**src/rtl/spi_tgen_pkg.sv**
```systemverilog
package spi_tgen_pkg;

    typedef enum logic [2:0] {
        ST_IDLE  = 3'd0,
        ST_SETUP = 3'd1,
        ST_LEAD  = 3'd2,
        ST_TRAIL = 3'd3,
        ST_HOLD  = 3'd4,
        ST_GAP   = 3'd5
    } tg_state_e;

endpackage

```
**src/rtl/spi_tgen_seq.sv**
```systemverilog
module spi_tgen_seq
    import spi_tgen_pkg::*;
#(
    parameter int CNT_W = 16,
    parameter int GAP_W = 8
) (
    input  logic             clk,
    input  logic             rst_n,
    input  logic             start_i,
    input  logic             pkt_last_i,
    input  logic             xfer_last_i,
    input  logic [CNT_W-1:0] act_len_i,
    input  logic [CNT_W-1:0] rest_len_i,
    input  logic [CNT_W-1:0] setup_len_i,
    input  logic [CNT_W-1:0] hold_len_i,
    input  logic [GAP_W-1:0] gap_len_i,
    output logic             cs_act_o,
    output logic             sck_act_o,
    output logic             edge_lead_o,
    output logic             edge_trail_o
);

    typedef struct packed {
        tg_state_e        st;
        logic [CNT_W-1:0] cnt;
        logic             e_lead;
        logic             e_trail;
    } seq_t;

    seq_t r_d, r_q;
    logic             cnt_zero;
    logic [CNT_W-1:0] cnt_dec;

    always_comb begin
        r_d         = r_q;
        r_d.e_lead  = 1'b0;
        r_d.e_trail = 1'b0;
        cnt_zero    = (r_q.cnt == '0);
        cnt_dec     = r_q.cnt - 1'b1;
        unique case (r_q.st)
            ST_IDLE: begin
                if (start_i) begin
                    r_d.st  = ST_SETUP;
                    r_d.cnt = setup_len_i;
                end
            end
            ST_SETUP: begin
                if (!cnt_zero) begin
                    r_d.cnt = cnt_dec;
                end else begin
                    r_d.st     = ST_LEAD;
                    r_d.cnt    = act_len_i;
                    r_d.e_lead = 1'b1;
                end
            end
            ST_LEAD: begin
                if (!cnt_zero) begin
                    r_d.cnt = cnt_dec;
                end else begin
                    r_d.e_trail = 1'b1;
                    if (pkt_last_i) begin
                        r_d.st  = ST_HOLD;
                        r_d.cnt = hold_len_i;
                    end else begin
                        r_d.st  = ST_TRAIL;
                        r_d.cnt = rest_len_i;
                    end
                end
            end
            ST_TRAIL: begin
                if (!cnt_zero) begin
                    r_d.cnt = cnt_dec;
                end else begin
                    r_d.st     = ST_LEAD;
                    r_d.cnt    = act_len_i;
                    r_d.e_lead = 1'b1;
                end
            end
            ST_HOLD: begin
                if (!cnt_zero) begin
                    r_d.cnt = cnt_dec;
                end else if (xfer_last_i) begin
                    r_d.st  = ST_IDLE;
                    r_d.cnt = '0;
                end else begin
                    r_d.st  = ST_GAP;
                    r_d.cnt = CNT_W'(gap_len_i);
                end
            end
            ST_GAP: begin
                if (!cnt_zero) begin
                    r_d.cnt = cnt_dec;
                end else begin
                    r_d.st  = ST_SETUP;
                    r_d.cnt = setup_len_i;
                end
            end
            default: begin
                r_d = '{st: ST_IDLE, cnt: '0, e_lead: 1'b0, e_trail: 1'b0};
            end
        endcase
    end

    always_ff @(posedge clk or negedge rst_n) begin
        if (!rst_n) begin
            r_q <= '{st: ST_IDLE, cnt: '0, e_lead: 1'b0, e_trail: 1'b0};
        end else begin
            r_q <= r_d;
        end
    end

    assign cs_act_o     = (r_q.st == ST_SETUP) || (r_q.st == ST_LEAD) ||
                          (r_q.st == ST_TRAIL) || (r_q.st == ST_HOLD);
    assign sck_act_o    = (r_q.st == ST_LEAD);
    assign edge_lead_o  = r_q.e_lead;
    assign edge_trail_o = r_q.e_trail;

    // the cycle before any leading edge already had CS active
    assert_setup_precedes_edge_R2: assert property (@(posedge clk) disable iff (!rst_n)
        edge_lead_o |-> $past(cs_act_o));

    // CS is still active right after the trailing edge of a bit
    assert_cs_held_after_edge_R5: assert property (@(posedge clk) disable iff (!rst_n)
        edge_trail_o |-> cs_act_o);

endmodule

```
**src/rtl/spi_tgen_strobe.sv**
```systemverilog
module spi_tgen_strobe #(
    parameter int TICK_W = 3
) (
    input  logic              clk,
    input  logic              rst_n,
    input  logic              edge_lead_i,
    input  logic              edge_trail_i,
    input  logic              cs_act_i,
    input  logic              cpha_i,
    input  logic              late_samp_i,
    input  logic [TICK_W-1:0] tick_i,
    output logic              shift_o,
    output logic              sample_o
);

    localparam int DEPTH = (1 << TICK_W) - 1;

    logic base_samp;
    logic shift_raw;

    assign shift_raw = cpha_i ? edge_lead_i : edge_trail_i;
    assign base_samp = (cpha_i ^ late_samp_i) ? edge_trail_i : edge_lead_i;
    assign shift_o   = cs_act_i & shift_raw;

    generate
        if (TICK_W == 0) begin : g_no_delay
            assign sample_o = cs_act_i & base_samp;
        end else begin : g_delay
            typedef struct packed {
                logic [DEPTH:1] dly;
            } dl_t;

            dl_t             s_d, s_q;
            logic [DEPTH:0]  taps;

            always_comb begin
                s_d        = s_q;
                s_d.dly[1] = base_samp;
                for (int k = 2; k <= DEPTH; k++) begin
                    s_d.dly[k] = s_q.dly[k-1];
                end
            end

            always_ff @(posedge clk or negedge rst_n) begin
                if (!rst_n) begin
                    s_q <= '0;
                end else begin
                    s_q <= s_d;
                end
            end

            assign taps     = {s_q.dly, base_samp};
            assign sample_o = cs_act_i & taps[tick_i];
        end
    endgenerate

    // strobes appear only inside an active CS frame
    assert_strobe_in_frame_R11: assert property (@(posedge clk) disable iff (!rst_n)
        (shift_o || sample_o) |-> cs_act_i);

    // a shift strobe never lasts two cycles
    assert_shift_single_R8: assert property (@(posedge clk) disable iff (!rst_n)
        shift_o |=> !shift_o);

endmodule

```
**src/rtl/spi_tgen.sv**
```systemverilog
module spi_tgen
    import spi_tgen_pkg::*;
#(
    parameter int CNT_W  = 16,
    parameter int GAP_W  = 8,
    parameter int TICK_W = 3
) (
    input  logic              clk,
    input  logic              rst_n,
    input  logic              start_i,
    input  logic              pkt_last_i,
    input  logic              xfer_last_i,
    input  logic              cpol_i,
    input  logic              cpha_i,
    input  logic              cs_pol_i,
    input  logic              late_samp_i,
    input  logic [TICK_W-1:0] tick_dly_i,
    input  logic [CNT_W-1:0]  act_len_i,
    input  logic [CNT_W-1:0]  rest_len_i,
    input  logic [CNT_W-1:0]  setup_len_i,
    input  logic [CNT_W-1:0]  hold_len_i,
    input  logic [GAP_W-1:0]  gap_len_i,
    output logic              sck_o,
    output logic              cs_o,
    output logic              shift_stb_o,
    output logic              sample_stb_o
);

    logic cs_act;
    logic sck_act;
    logic edge_lead;
    logic edge_trail;

    spi_tgen_seq #(
        .CNT_W (CNT_W),
        .GAP_W (GAP_W)
    ) u_seq (
        .clk          (clk),
        .rst_n        (rst_n),
        .start_i      (start_i),
        .pkt_last_i   (pkt_last_i),
        .xfer_last_i  (xfer_last_i),
        .act_len_i    (act_len_i),
        .rest_len_i   (rest_len_i),
        .setup_len_i  (setup_len_i),
        .hold_len_i   (hold_len_i),
        .gap_len_i    (gap_len_i),
        .cs_act_o     (cs_act),
        .sck_act_o    (sck_act),
        .edge_lead_o  (edge_lead),
        .edge_trail_o (edge_trail)
    );

    spi_tgen_strobe #(
        .TICK_W (TICK_W)
    ) u_strobe (
        .clk          (clk),
        .rst_n        (rst_n),
        .edge_lead_i  (edge_lead),
        .edge_trail_i (edge_trail),
        .cs_act_i     (cs_act),
        .cpha_i       (cpha_i),
        .late_samp_i  (late_samp_i),
        .tick_i       (tick_dly_i),
        .shift_o      (shift_stb_o),
        .sample_o     (sample_stb_o)
    );

    assign sck_o = sck_act ^ cpol_i;
    assign cs_o  = ~(cs_act ^ cs_pol_i);

    // with CS released the serial clock rests at its idle level
    assert_sck_rests_R4: assert property (@(posedge clk) disable iff (!rst_n)
        (cs_o != cs_pol_i) |-> (sck_o == cpol_i));

endmodule

```
**config.mk**
```make
export PLATFORM = sky130hd
export DESIGN_NAME = spi_tgen
export DESIGN_NICKNAME = d
export VERILOG_FILES = /design/src/rtl/spi_tgen_pkg.sv /design/src/rtl/spi_tgen_seq.sv /design/src/rtl/spi_tgen_strobe.sv /design/src/rtl/spi_tgen.sv
export SDC_FILE = /design/constraint.sdc
export NUM_CORES = 1
export LEC_CHECK = 0
export ABC_AREA = 1
export BUFFER_PORTS_ARGS = -buffer_cell sky130_fd_sc_hd__buf_4
export CAP_MARGIN = 20
export CORE_AREA = 4 4 82 84
export CTS_BUF_LIST = sky130_fd_sc_hd__clkbuf_8
export DETAILED_ROUTE_END_ITERATION = 6
export DIE_AREA = 0 0 86 88
export PLACE_DENSITY = 0.8
export SLEW_MARGIN = 20
export SYNTH_ARGS = -nofsm -noshare
export SYNTH_HDL_FRONTEND = slang
export SYNTH_SLANG_ARGS = --single-unit
```
**constraint.sdc**
```tcl
create_clock -name clk -period 2.01 [get_ports clk]
set_input_delay 0.402 -clock clk [delete_from_list [all_inputs] [get_ports clk]]
set_output_delay 0.402 -clock clk [all_outputs]
set_load 0.02 [all_outputs]
```
**After elaboration in Yosys (flattened, before gate mapping)**

Cells that the tools add are included.

- Bits in latches: 0
- Bits in writable memories: 0
- Word-level logic and storage cells: 49
- Bits in read-only memories: 0
- Input bits: 84
- Output and inout bits: 4
- Memories: 0
- Flip-flop bits (word level): 28

- Add/subtract/negate cells: 1
- Mux-type cells: 19
- Multipliers: 0
- Equal/unequal tests: 10
- Bitwise logic cells: 6
- Order comparisons: 1
- Div/mod/pow operators: 0
- Reductions and logical operators: 7
- Shifts and indexed selects: 0

Operators by type and width:

| kind | count |
|---|---|
| case mux 19 bit (5 select lines) | 1 |
| two-way mux 16 bit | 4 |
| two-way mux 19 bit | 3 |
| zero test 16 bit | 1 |
| subtractor 16 x 1 -> 16 bit (second input constant) | 1 |
| two-way mux 3 bit | 4 |
| != test 2 x 1 -> 1 bit (second input constant) | 4 |
| equality test 3 x 2 -> 1 bit (second input constant) | 2 |
| equality test 3 bit (second input constant) | 2 |
| two-way mux 1 bit | 6 |
| AND reduction 5 bit | 1 |
| < comparator 3 x 4 -> 1 bit (second input constant) | 1 |
| binary-select mux 1 bit (select 3 bit) | 1 |
| equality test 3 x 1 -> 1 bit (second input constant) | 1 |
| zero test 3 bit | 1 |
| logical OR 1 bit | 3 |
| bitwise XOR 1 bit | 3 |
| AND 1 bit | 2 |
| != test 2 bit (second input constant) | 1 |
| OR reduction 2 bit | 1 |
| NOT 1 bit | 1 |

**Logic depth before layout (Yosys ltp)**

Gate-level depths: netlist of the first run.

- Word-level depth: 6
- Mapped depth: 12
- Mapped depth without buffers: 12

**Hierarchy**

From an unflattened synthesis of the first run, not the netlist that was laid out.

- Cells, all modules: 420
- Area, all modules: 2563.7 um^2

Modules (own cells, without submodules):

| module | sequential area each (um^2) | times used | area an instance (um^2) | cells an instance |
|---|---|---|---|---|
| spi_tgen_seq | 525.5 | 1 | 2200.9 | 373 |
| spi_tgen_strobe | 175.2 | 1 | 325.3 | 37 |
| spi_tgen | 0.0 | 1 | 37.5 | 10 |

**Least setup slack after synthesis of the first run**

OpenSTA, ideal clock, no wires.

- Path type: register to output
- Start: register u_seq.r_q[18] in the netlist's numbering
- End: output shift_stb_o
- Arrival: 1.507 ns
- Setup slack: 0.101 ns
- Required time: 1.608 ns
- Stages on the path, launching flop included: 6
- Cells stage by stage: dfrtp_1 -> nor2_2 -> nand2_1 -> inv_1 -> nor2_1 -> a211oi_1

- Longest elaborated chain between the ends: 5

Ends and longest elaborated chain:

| what | RTL line | text |
|---|---|---|
| from (decl) | spi_tgen_seq.sv:30 | `seq_t r_d, r_q;` |
| from (signal assigned) | spi_tgen_seq.sv:106 | `r_q <= '{st: ST_IDLE, cnt: '0, e_lead: 1'b0, e_trail: 1'b0};` |
| from (signal assigned) | spi_tgen_seq.sv:108 | `r_q <= r_d;` |
| equality test 3 x 1 -> 1 bit / equality test 3 x 2 -> 1 bit (equally long branches) | spi_tgen_seq.sv:112 | `assign cs_act_o = (r_q.st == ST_SETUP) \|\| (r_q.st == ST_LEAD) \|\|` |
| logical OR 1 bit (2 in a row) | spi_tgen_seq.sv:112 |  |
| logical OR 1 bit * | spi_tgen_seq.sv:113 | `(r_q.st == ST_TRAIL) \|\| (r_q.st == ST_HOLD);` |
| AND 1 bit * | spi_tgen_strobe.sv:23 | `assign shift_o = cs_act_i & shift_raw;` |
| to (decl) | spi_tgen.sv:25 | `output logic shift_stb_o,` |

Every way passes the cells marked *; elsewhere a longest branch is shown, timed or not.

**Worst setup path in the final report of the first run**

- Start: register u_seq.r_q[18] in the netlist's numbering
- End: output cs_o

- Longest elaborated chain between the ends: 6

Ends and longest elaborated chain:

| what | RTL line | text |
|---|---|---|
| equality test 3 x 1 -> 1 bit / equality test 3 x 2 -> 1 bit (equally long branches) | spi_tgen_seq.sv:112 |  |
| logical OR 1 bit (2 in a row) | spi_tgen_seq.sv:112 |  |
| logical OR 1 bit * | spi_tgen_seq.sv:113 |  |
| bitwise XOR 1 bit * | spi_tgen.sv:70 | `assign cs_o = ~(cs_act ^ cs_pol_i);` |
| NOT 1 bit * | spi_tgen.sv:70 |  |
| to (decl) | spi_tgen.sv:24 | `output logic cs_o,` |

Marks and branches as above.

==> results.md, run 1 <==
* Status: completed
* 1st-pass router iterations at 6
* Initial Utilization at 45.3%
* Die W at 86 um
* First-pass GRT wire length at 14.9 mm
* HP Class: primary input to async pin
* Mean post-synth cell area at approximately 6.2 sq um
* Final setup viols at 0
* Number of synthesized flops with an enable pin at 0
* Worst IR Drop VDD at 0.731 mV
* Post-synth top area share at between 20% and 30%
* Hold_ws at between 0.02 and 0.025 ns
* H-tree depth at 1
* Max Fclk at 516 MHz
* Most frequent CP cell: nor2_4
* Drt initial violations at about 330
* #FFs+latches synth at 28
* Number of fill cells at 526
* Later-pin clock latency in the skew report at around 0.28 ns
* Synth unique cells at 38
* Bufs on Longest Clock Path at 2
* WS Path Type: register to output port
* CTS clk-pin slew, worst paths at 0.11 ns
* Initial antenna violation count at 0
* Synth Flop Type: dfrtp_1
* CTS sink cnt at 28
* Post-DP HPWL at roughly 7 mm
* Total negative setup slack at 0 ns
* Worst slack, placed at 0.139 ns
* Die Height at 88 um
* CP Capture Type: output port
* Core area at 0.00592 sq mm
* Total CTS buffers at 3
* Final worst slack at 0.0719 ns
* Non-filler cells in the finished layout at 607
* Final Cycle Share at 96.4%
* Gr usage total at 24.8%
* Sequential share of the synthesized area at a little over a quarter
* Clock Tree Root: clkbuf_8
* Final GP Congestion at approximately 0.96
* Synth Warn # at 0
* DRC errors left at 0
* Placed cell areas at approximately 0.0034 sq mm
* ANT nets after route at 0
* Slew HR at 65.6%
* Vias per cell at 5.44
* Static leakage at 1.93 nW
* Final Util at 60.8%
* Share of cells above drive strength 1 at 29.9%
* Fin area at 0.00360 sq mm
* Final hold violation count at 0
* Area leader, netlist: dfrtp_1
* Syn nets at 517
* Commonest cells after routing, fill and taps aside: 151 x nand2_1, 107 x buf_4, 54 x nand3_1, 42 x nor2_1, 37 x inv_1
* # diodes at 0
* Multi-input gate area at approximately 0.0017 sq mm
* Via count at 3303
* Placed cell count at roughly 600
* # rows at 28
* Routed wire length at 9.17 mm
* Worst path required time at 1.61 ns
* Grt ovf at 0
* CP max-delay cell: dfrtp_2
* Area of the die at 0.00757 sq mm
* Number of port buffers at between 80 and 90
* Vias in the first global route at 3246
* Max FO, Critical Path at 4
* Async SR Flop Fraction at 100%
* Crit path largest cell delay at 0.45 ns
* Critical path cell sequence: nor2_4 > buf_4 > nor2_4 > nor2_4 > xor2_1 > buf_4
* Critical path arrival at 1.54 ns
* Most common cell after layout, fill and taps aside: nand2_1
* Routed WL per cell at ~15 um
* Post-cts hold buffer count at 0
* Cell area after synthesis at between 0.002 and 0.003 sq mm
* CTS tree: done
* Worst-margin pin slew at 0.516 ns
* Register area at 704 sq um
* IO Count at 88
* Crit start category: register
* Max Slew Vio Count at 0
* Post-layout total power at ~4.8 mW
* Synth area leaders: dfrtp_1 26%, nand2_1 21%, nand3_1 10%
* Largest net degree at the start of global routing at 29
* Worst Clk Skew at 0.00940 ns
* Mapped Cells at 431
* Area growth from synthesis to layout at 34.1%
* Min cycle time layout at roughly 1.9 ns
* # nets final at 619
* Max Cap Violations at 0
* Power Density at between 1000 and 1500 mW/mm^2
==> cell usage after synthesis (2+ instances only) <==
| master | count |
|---|---|
| ha_1 | 2 |
| buf_2 | 4 |
| nand3b_1 | 2 |
| a21boi_0 | 2 |
| o21ai_0 | 15 |
| o2bb2ai_1 | 2 |
| nor2_1 | 45 |
| nand3_1 | 54 |
| o21ai_1 | 11 |
| inv_1 | 38 |
| inv_4 | 3 |
| nor2_4 | 6 |
| nand2_4 | 2 |
| buf_6 | 5 |
| nand2_1 | 153 |
| inv_2 | 4 |
| nor2_2 | 7 |
| xnor2_1 | 4 |
| a31oi_1 | 3 |
| nand2_2 | 8 |
| a21oi_1 | 9 |
| xor2_1 | 4 |
| a22oi_1 | 2 |
| nand4_1 | 4 |
| o21ai_2 | 2 |
| dfrtp_1 | 28 |
==> worst paths after layout <==
path,start,end,slack [ns],cells after the start
worst min-delay path,rst_n,u_seq.r_q[8],0.02,1
max in group asynchronous,rst_n,u_seq.r_q[19],1.68,1
worst max-delay path,u_seq.r_q[18],cs_o,0.07,6
worst min register to register,u_strobe.g_delay.s_q[1],u_strobe.g_delay.s_q[2],0.39,0
min in group clk,u_strobe.g_delay.s_q[1],u_strobe.g_delay.s_q[2],0.39,0
worst max register to register,u_seq.r_q[2],u_seq.r_q[16],0.17,13
==> critical path, delay by kind of cell, from the launching register on <==
| family | cells | cell delay (ns) |
|---|---|---|
| DFF | 1 | 0.45 |
| xor gates and xnor gates | 1 | 0.15 |
| and+or+nand+nor | 3 | 0.36 |
| buffers and inverters | 2 | 0.29 |
==> state kept, by name, indices dropped and copies added, names as in the netlist <==
name	flops
u_seq.edge_lead_o	1
u_seq.r_q	19
u_seq.edge_trail_o	1
u_strobe.g_delay.s_q	7
==> logic make-up after synthesis <==
logic type	after synthesis	synth area share, %
AO/OA/AOI/OAI	52	12.0
adder cells (fa/ha/maj)	2	0.933
AND/OR/NAND/NOR	286	48.1
buffers and inverters	55	10.2
XOR/XNOR	8	2.61
flip-flops	28	26.1
==> per-layer routing <==
metal  global-route usage [%]  wire, um  up-vias
li1                         -         -     1596
met1                     30.0      3800     1500
met2                     44.9      4350      180
met3                     3.86       747       27
met4                     7.91       275        0
met5                        0         0        -
==> what timing repair did <==
item | CTS | global route
pin swaps | 0 | 2
endpoints found under the setup margin | 3 | 17
setup buffers | 1 | 6
resized for setup | 6 | 9
==> report_power, final <==
group          leakage (nW)  internal [mW]  switching, mW
Sequential            0.352          0.776          0.242
Combinational          1.54           1.27           2.04
Clock                0.0357          0.267          0.196
Total                  1.93           2.31           2.48
==> layout make-up <==
type                       count  share of cell area, %
clock buffer                   3                   1.15
clock inverter                 1                  0.834
inverter                      45                   4.97
multi-input combinational    348                   48.5
sequential                    28                   19.6
tap                           75                   2.61
timing repair buffer         107                   22.3
Note: power is estimated with default switching activity, not from simulation.
==> inputs of run 2 (changes only) <==
--- a/config.mk
+++ b/config.mk
@@ -5,13 +5,13 @@
 export SDC_FILE = /design/constraint.sdc
 export NUM_CORES = 1
 export LEC_CHECK = 0
-export ABC_AREA = 1
 export BUFFER_PORTS_ARGS = -buffer_cell sky130_fd_sc_hd__buf_4
 export CAP_MARGIN = 20
-export CORE_AREA = 4 4 82 84
+export CORE_AREA = 4 4 80 82
 export CTS_BUF_LIST = sky130_fd_sc_hd__clkbuf_8
 export DETAILED_ROUTE_END_ITERATION = 6
-export DIE_AREA = 0 0 86 88
+export DIE_AREA = 0 0 84 86
+export GPL_TIMING_DRIVEN = 0
 export PLACE_DENSITY = 0.8
 export SLEW_MARGIN = 20
 export SYNTH_ARGS = -nofsm -noshare
==> run 2 against run 1 <==
  * The flow now finishes with violations (setup timing)
  * Via count fell by 2.4%
  * Clock skew fell by 0.0079 ns
  * Routed wire length rose by 17%
  * Synthesized cell count fell by 29%
  * Die area fell by 4.5%
  * Largest cell class unchanged
  * Synthesized area fell by 5.2%
  * Design area rose by 13%
  * Critical endpoint is now u_seq.r_q[7]
  * Register-to-register slack got worse by 0.33 ns
  * Cell count fell by 17%
==> results.md, run 2 <==
* Status: complete, but fails checks
* Failing checks: setup timing
* Initial Utilization at 44.3%
* Final worst slack at -0.160 ns
* Crit start category: register
* Critical path cell sequence: inv_2 > ha_4 > or4b_4 > nor4_4 > buf_6 > o21ai_4 > a21o_1 > a32o_1
* Post-DP HPWL at 7.02 mm
* Power Density at 769 mW/mm^2
* Mapped Cells at just over 300
* Max layer used: met4
* Top reg by flops: u_seq.r_q
* Final hold violation count at 0
* Top cells by count, synth: 33 x nand2_1, 28 x dfrtp_1, 24 x nor2_1
* 1st-pass router iterations at 5
* Switching fraction of total power at 40.2%
* # diodes at 0
* Final Cycle Share at 108%
* Synth area leaders: dfrtp_1 28%, mux2i_1 5.9%, nand2_1 4.9%
* Most common cell in the synthesized netlist: nand2_1
* Register area at 709 sq um
* Min cycle time layout at 2.17 ns
* Seq pwr share at between 30% and 40%
* CTS clk-pin slew, worst paths at 0.10 ns
* Grt ovf at 0
* Post-synth top area share at 27.5%
* Placed cell areas at 0.00330 sq mm
* Placed cell count at 469
* # rows at 28
* Crit path buf inv count at 2
* Largest net degree at the start of global routing at 29
* Number of fill cells at just over 400
* Vias per cell at 6.41
* #FFs+latches synth at 28
* CP delay by family, top: simple AND/OR/NAND/NOR gates
* Die W at 84 um
* Max Fclk at ~460 MHz
* Max reg flops at 19
* Fin area at between 0.004 and 0.005 sq mm
* Total negative setup slack at -1.04 ns
* DRT met1 WL at 3.96 mm
* Max Cap Violations at 0
* Static leakage at 1.79 nW
* Async SR Flop Fraction at between 90% and 100%
* RSZ-0062 raised after global routing: yes
* P_sw at 1.26 mW
* R2R depth at 8
* Initial antenna violation count at 0
* WS Path Type: register to register
* Commonest cells after routing, fill and taps aside: 107 x buf_4, 30 x nand2_1, 21 x dfrtp_1, 20 x nor2_1, 15 x mux2i_1
* Max FO, Critical Path at 6
* Area growth from synthesis to layout at 60.0%
* Cell area after synthesis at 0.00254 sq mm
* Synth Warn # at 0
* Gr usage total at 26.3%
* CTS tree: done
* WL met3 at ~1.1 mm
* ANT nets after route at 0
* Synth Flop Type: dfrtp_1
* First-pass GRT wire length at between 15 and 20 mm
* Routed met2 length at 5.24 mm
* Max Slew Vio Count at 0
* Clock share of power at around 15%
* Critical path arrival at ~2.4 ns
* HP Class: primary input to async pin
* Worst-margin pin slew at approximately 0.73 ns
* Vias in the first global route at 3033
* Routed WL per cell at approximately 21 um
* Via count at 3225
* Area leader, netlist: dfrtp_1
* IO Count at 88
* Gate power share at a little under three fifths
* Clock Tree Root: clkbuf_8
* Worst slack, placed at -0.561 ns
* # nets final at 515
* Synth unique cells at 65
* Later-pin clock latency in the skew report at 0.29 ns
* Multi-input gate area at 0.00206 sq mm
* Slew HR at 51.3%
* CTS sink cnt at 28
* Final setup viols at 18
* CP max-delay cell: or4b_4
* Non-filler cells in the finished layout at 503
* H-tree depth at 1
* Total CTS buffers at 3
* Syn nets at 394
* Area of the die at roughly 0.0072 sq mm
* Drt initial violations at 542
* Worst path required time at 2.19 ns
* Largest registers: u_seq.r_q x19, u_strobe.g_delay.s_q x7
* CP Capture Type: register
* Share of cells above drive strength 1 at 48.8%
* Core area at 0.00575 sq mm
* Number of port buffers at 86
* Mean post-synth cell area at 8.26 sq um
* Critical path depth at 8
* Routed wire length at 10.7 mm
* Sequential share of the synthesized area at 27.5%
* Worst IR Drop VDD at 0.381 mV
* Die Height at 86 um
* Most common cell after layout, fill and taps aside: buf_4
* Hold_ws at 0.0130 ns
* Final GP Congestion at 0.964
* DRC errors left at 0
* Number of synthesized flops with an enable pin at 0
* Crit path largest cell delay at 0.47 ns
* Worst Clk Skew at 0.00151 ns
* Bufs on Longest Clock Path at 2
* Int Pwr at 1.87 mW
run 2: cell count changes after synthesis, moves of 10 or more:
cell and change:
mux2i_1 +15, nand2_1 -120, nand3_1 -45, o21ai_0 -10, inv_1 -33, a22oi_1 +11
nor2_1 -21, clkbuf_1 +16
run 2: kinds of logic (layout without fill, tap and decap cells):
kind of cell	count (synthesis)	in the layout	synth area share, %
flip-flops	28	28	27.5
AO/OA/AOI/OAI	102	102	28.7
buffers and inverters	30	150	4.92
AND/OR/NAND/NOR	112	112	23.9
XOR/XNOR	13	13	4.48
multiplexers	21	21	9.44
adder cells (fa/ha/maj)	2	2	0.984
run 2: what timing repair did:
| action | in CTS | in global routing |
|---|---|---|
| gates resized for setup | 52 | 61 |
| pin swaps | 17 | 25 |
| setup endpoints to repair | 25 | 24 |
| hold buffers | 0 | 0 |
| endpoints found under the hold margin | 0 | 0 |
| buffers inserted | 19 | 17 |
run 2: power by group through the flow:
stage | registers [mW] | logic, mW | clock network [mW]
4_1_cts | 0.899 | 1.46 | 0.459
2_1_floorplan | 0.859 | 0.865 | 0
3_5_place_dp | 0.909 | 1.19 | 0
3_3_place_gp | 0.902 | 1.16 | 0
6_report | 0.943 | 1.72 | 0.463
5_1_grt | 0.949 | 1.84 | 0.484
run 2: cell type report:
type | instances | share of cell area, %
multi-input combinational | 250 | 50.7
timing repair buffer | 121 | 23.7
sequential | 28 | 17.4
buffer | 19 | 3.60
tap | 75 | 2.31
clock buffer | 3 | 1.01
clock inverter | 1 | 0.738
inverter | 6 | 0.553
run 2: worst paths after layout:
kind                                              start                       to  slack (ns)
worst max-delay path                       u_seq.r_q[2]             u_seq.r_q[7]       -0.16
worst min-delay path                              rst_n             u_seq.r_q[8]        0.01
worst max register to register             u_seq.r_q[2]             u_seq.r_q[7]       -0.16
worst min register to register  u_strobe.g_delay.s_q[3]  u_strobe.g_delay.s_q[4]        0.38
max in group asynchronous                         rst_n            u_seq.r_q[13]        1.69
min in group clk                        setup_len_i[12]            u_seq.r_q[14]        0.38
run 2: routing by layer:
layer | global-route usage [%] | up-vias
li1 | - | 1400
met1 | 33.0 | 1515
met2 | 44.6 | 270
met3 | 3.65 | 40
met4 | 12.4 | 0
met5 | 0 | -
run 2: through the flow:
stage	util (%)	power, mW
floorplan	-	1.72
global placement	57.3	2.06
detailed placement	57.4	2.10
finish	70.8	3.13
global route	70.8	3.27
CTS	64.7	2.82
==> inputs of run 3 (changes only) <==
==> constraint.sdc (replaced) <==
create_clock -name clk -period 2.01 [get_ports clk]
set_input_delay 0.402 -clock clk [delete_from_list [all_inputs] [get_ports clk]]
set_output_delay 0.402 -clock clk [all_outputs]
set_load 0.1 [all_outputs]
==> run 3 against run 2 <==
  * Sequential power decreased by 2.5%
  * Setup slack got worse by 0.060 ns
  * Non-clock buffer count increased by 4
  * Die area unchanged
  * First-iteration DRC count decreased by 12%
  * Largest power group unchanged
  * Critical endpoint is now sample_stb_o
  * Routed wire length increased by 4.1%
  * The flow still finishes with violations (setup timing)
  * Power increased by 2.6%
  * Clock power increased by 2%
  * Core utilization increased by 1.3 points
  * Hold slack improved by 0.011 ns
  * Design area increased by 1.9%
==> results.md, run 3 (synthesis results as in run 2) <==
* Status: complete, but fails checks
* Failing checks: setup timing
* HP Class: primary input to async pin
* Vias in the first global route at between 3000 and 4000
* Worst IR Drop VDD at 0.466 mV
* Clock Tree Root: clkbuf_8
* 1st-pass router iterations at 6
* CTS tree: done
* Switching fraction of total power at 41.4%
* Gate power share at 56.6%
* Area growth from synthesis to layout at 63.0%
* ANT nets after route at 0
* Via count at 3427
* Share of cells above drive strength 1 at roughly half
* Final hold violation count at 0
* Max Cap Violations at 0
* # nets final at 519
* IO Count at 88
* Max Slew Vio Count at 0
* Crit start category: primary input
* Initial antenna violation count at 0
* Number of fill cells at 400
* Final Cycle Share at 111%
* Non-filler cells in the finished layout at 507
* Post-DP HPWL at 7.07 mm
* Most frequent CP cell: nor2_4
* Total negative setup slack at -1.42 ns
* Max Fclk at 448 MHz
* Max reg flops at 19
* R2R depth at 8
* Worst-margin pin slew at 0.779 ns
* Final worst slack at -0.221 ns
* CP delay by family, top: multiplexers
* Critical path cell sequence: buf_8 > xnor2_4 > mux2_4 > mux4_2 > nor2_4 > nor2_4 > buf_12
* Final setup viols at 22
* Largest registers: u_seq.r_q x19, u_strobe.g_delay.s_q x7
* RSZ-0062 raised after global routing: yes
* Worst Setup EP: sample_stb_o
* Post-cts hold buffer count at 0
* Placed cell count at 469
* FF-to-FF Start: u_seq.r_q[2]
* Final GP Congestion at roughly 0.93
* H-tree depth at 1
* Worst slack, placed at -0.511 ns
* Int Pwr at 1.88 mW
* Seq pwr share at between 20% and 30%
* FF-to-FF setup slack at -0.14 ns
* Bufs on Longest Clock Path at 2
* Initial Utilization at between 40% and 50%
* # diodes at 0
* # rows at 28
* Top reg by flops: u_seq.r_q
* P_sw at approximately 1.3 mW
* Routed WL per cell at roughly 22 um
* Clock share of power at between 10% and 20%
* CTS sink cnt at 28
* Area of the die at 0.00722 sq mm
* Core area at 0.00575 sq mm
* Total CTS buffers at 3
* Most common cell after layout, fill and taps aside: buf_4
* DRC errors left at 0
* Largest net degree at the start of global routing at 29
* Later-pin clock latency in the skew report at 0.29 ns
* CP Capture Type: output port
* Number of port buffers at 86
* Vias per cell at a little under 7
* Worst Clk Skew at 0.00514 ns
* Crit path from: late_samp_i
* Slew HR at 48.0%
* Critical path depth at 7
* Commonest cells after routing, fill and taps aside: 112 x buf_4, 33 x nand2_1, 23 x dfrtp_1, 21 x nor2_1, 15 x mux2i_1
* Min cycle time layout at 2.23 ns
* Crit path buf inv count at 2
* First-pass GRT wire length at 16.5 mm
* Drt initial violations at 478
* Static leakage at 1.85 nW
* Grt ovf at 0
* Routed wire length at 11.2 mm
* Max FO, Critical Path at 2
* WS Path Type: primary input to output port
* Placed cell areas at 0.00344 sq mm
* Die Height at 86 um
* Power Density at ~770 mW/mm^2
* Crit path largest cell delay at 0.49 ns
* Worst path required time at 1.61 ns
* Fin area at between 0.004 and 0.005 sq mm
* RR Endpoint: u_seq.r_q[8]
* Critical path arrival at 1.83 ns
* Final Util at 72.2%
* CTS clk-pin slew, worst paths at between 0.1 and 0.15 ns
* Gr usage total at 28.3%
* CP max-delay cell: mux4_2
* Die W at approximately 84 um
==> run 3: layer usage <==
metal | vias to the layer above | global-route usage (%) | wire length, um
met1 | 1567 | 35.4 | 3900
met4 | 0 | 11.8 | 547
li1 | 1417 | - | -
met2 | 355 | 47.9 | 5340
met3 | 88 | 5.38 | 1400
met5 | - | 0 | 0
==> run 3: layout make-up <==
| type | count | area, sq um | share of cell area, % |
|---|---|---|---|
| buffer | 18 | 163 | 3.92 |
| multi-input combinational | 250 | 2040 | 49.2 |
| clock buffer | 3 | 41.3 | 0.996 |
| inverter | 6 | 22.5 | 0.543 |
| sequential | 28 | 707 | 17.0 |
| tap | 75 | 93.8 | 2.26 |
| timing repair buffer | 126 | 1050 | 25.3 |
| clock inverter | 1 | 30.0 | 0.724 |
==> run 3: worst min path at each step <==
stage	start	to	slack (ns)	cells past startpoint
6_report	rst_n	u_seq.r_q[10]	0.02	1
5_1_grt	rst_n	u_seq.r_q[16]	0.05	1
2_1_floorplan	rst_n	u_seq.edge_lead_o	0.11	0
3_5_place_dp	rst_n	u_seq.r_q[10]	0.35	1
4_1_cts	rst_n	u_seq.r_q[16]	0.04	1
3_3_place_gp	rst_n	u_seq.r_q[10]	0.35	1
==> run 3: stage by stage <==
| step | hold WS [ns] | power [mW] |
|---|---|---|
| 2_1_floorplan | 0.106 | 1.81 |
| 3_3_place_gp | 0.347 | 2.16 |
| 3_5_place_dp | 0.351 | 2.21 |
| 4_1_cts | 0.0412 | 2.95 |
| 5_1_grt | 0.0508 | 3.33 |
| 6_report | 0.0245 | 3.21 |
==> run 3: power by group through the flow <==
stage | clock [mW] | sequential [mW] | combinational, mW
floorplan | 0 | 0.860 | 0.947
global placement | 0 | 0.902 | 1.26
detailed placement | 0 | 0.909 | 1.30
CTS | 0.466 | 0.885 | 1.59
global route | 0.490 | 0.926 | 1.91
finish | 0.473 | 0.919 | 1.82
==> run 3: what timing repair did <==
item | CTS | global route
pin swaps | 10 | 31
endpoints found under the hold margin | 0 | 0
cloned | 0 | 1
setup endpoints to repair | 25 | 22
setup buffers | 23 | 16
resized for setup | 46 | 51
==> run 3: worst reg2reg max path, stage by stage, from the launching register on <==
cell and delay [ns]:
dfrtp_1 0.43, inv_2 0.11, ha_4 0.15, or4b_4 0.48, nor4_4 0.16, buf_6 0.19
o21ai_4 0.08, a21o_1 0.21, a32o_1 0.24
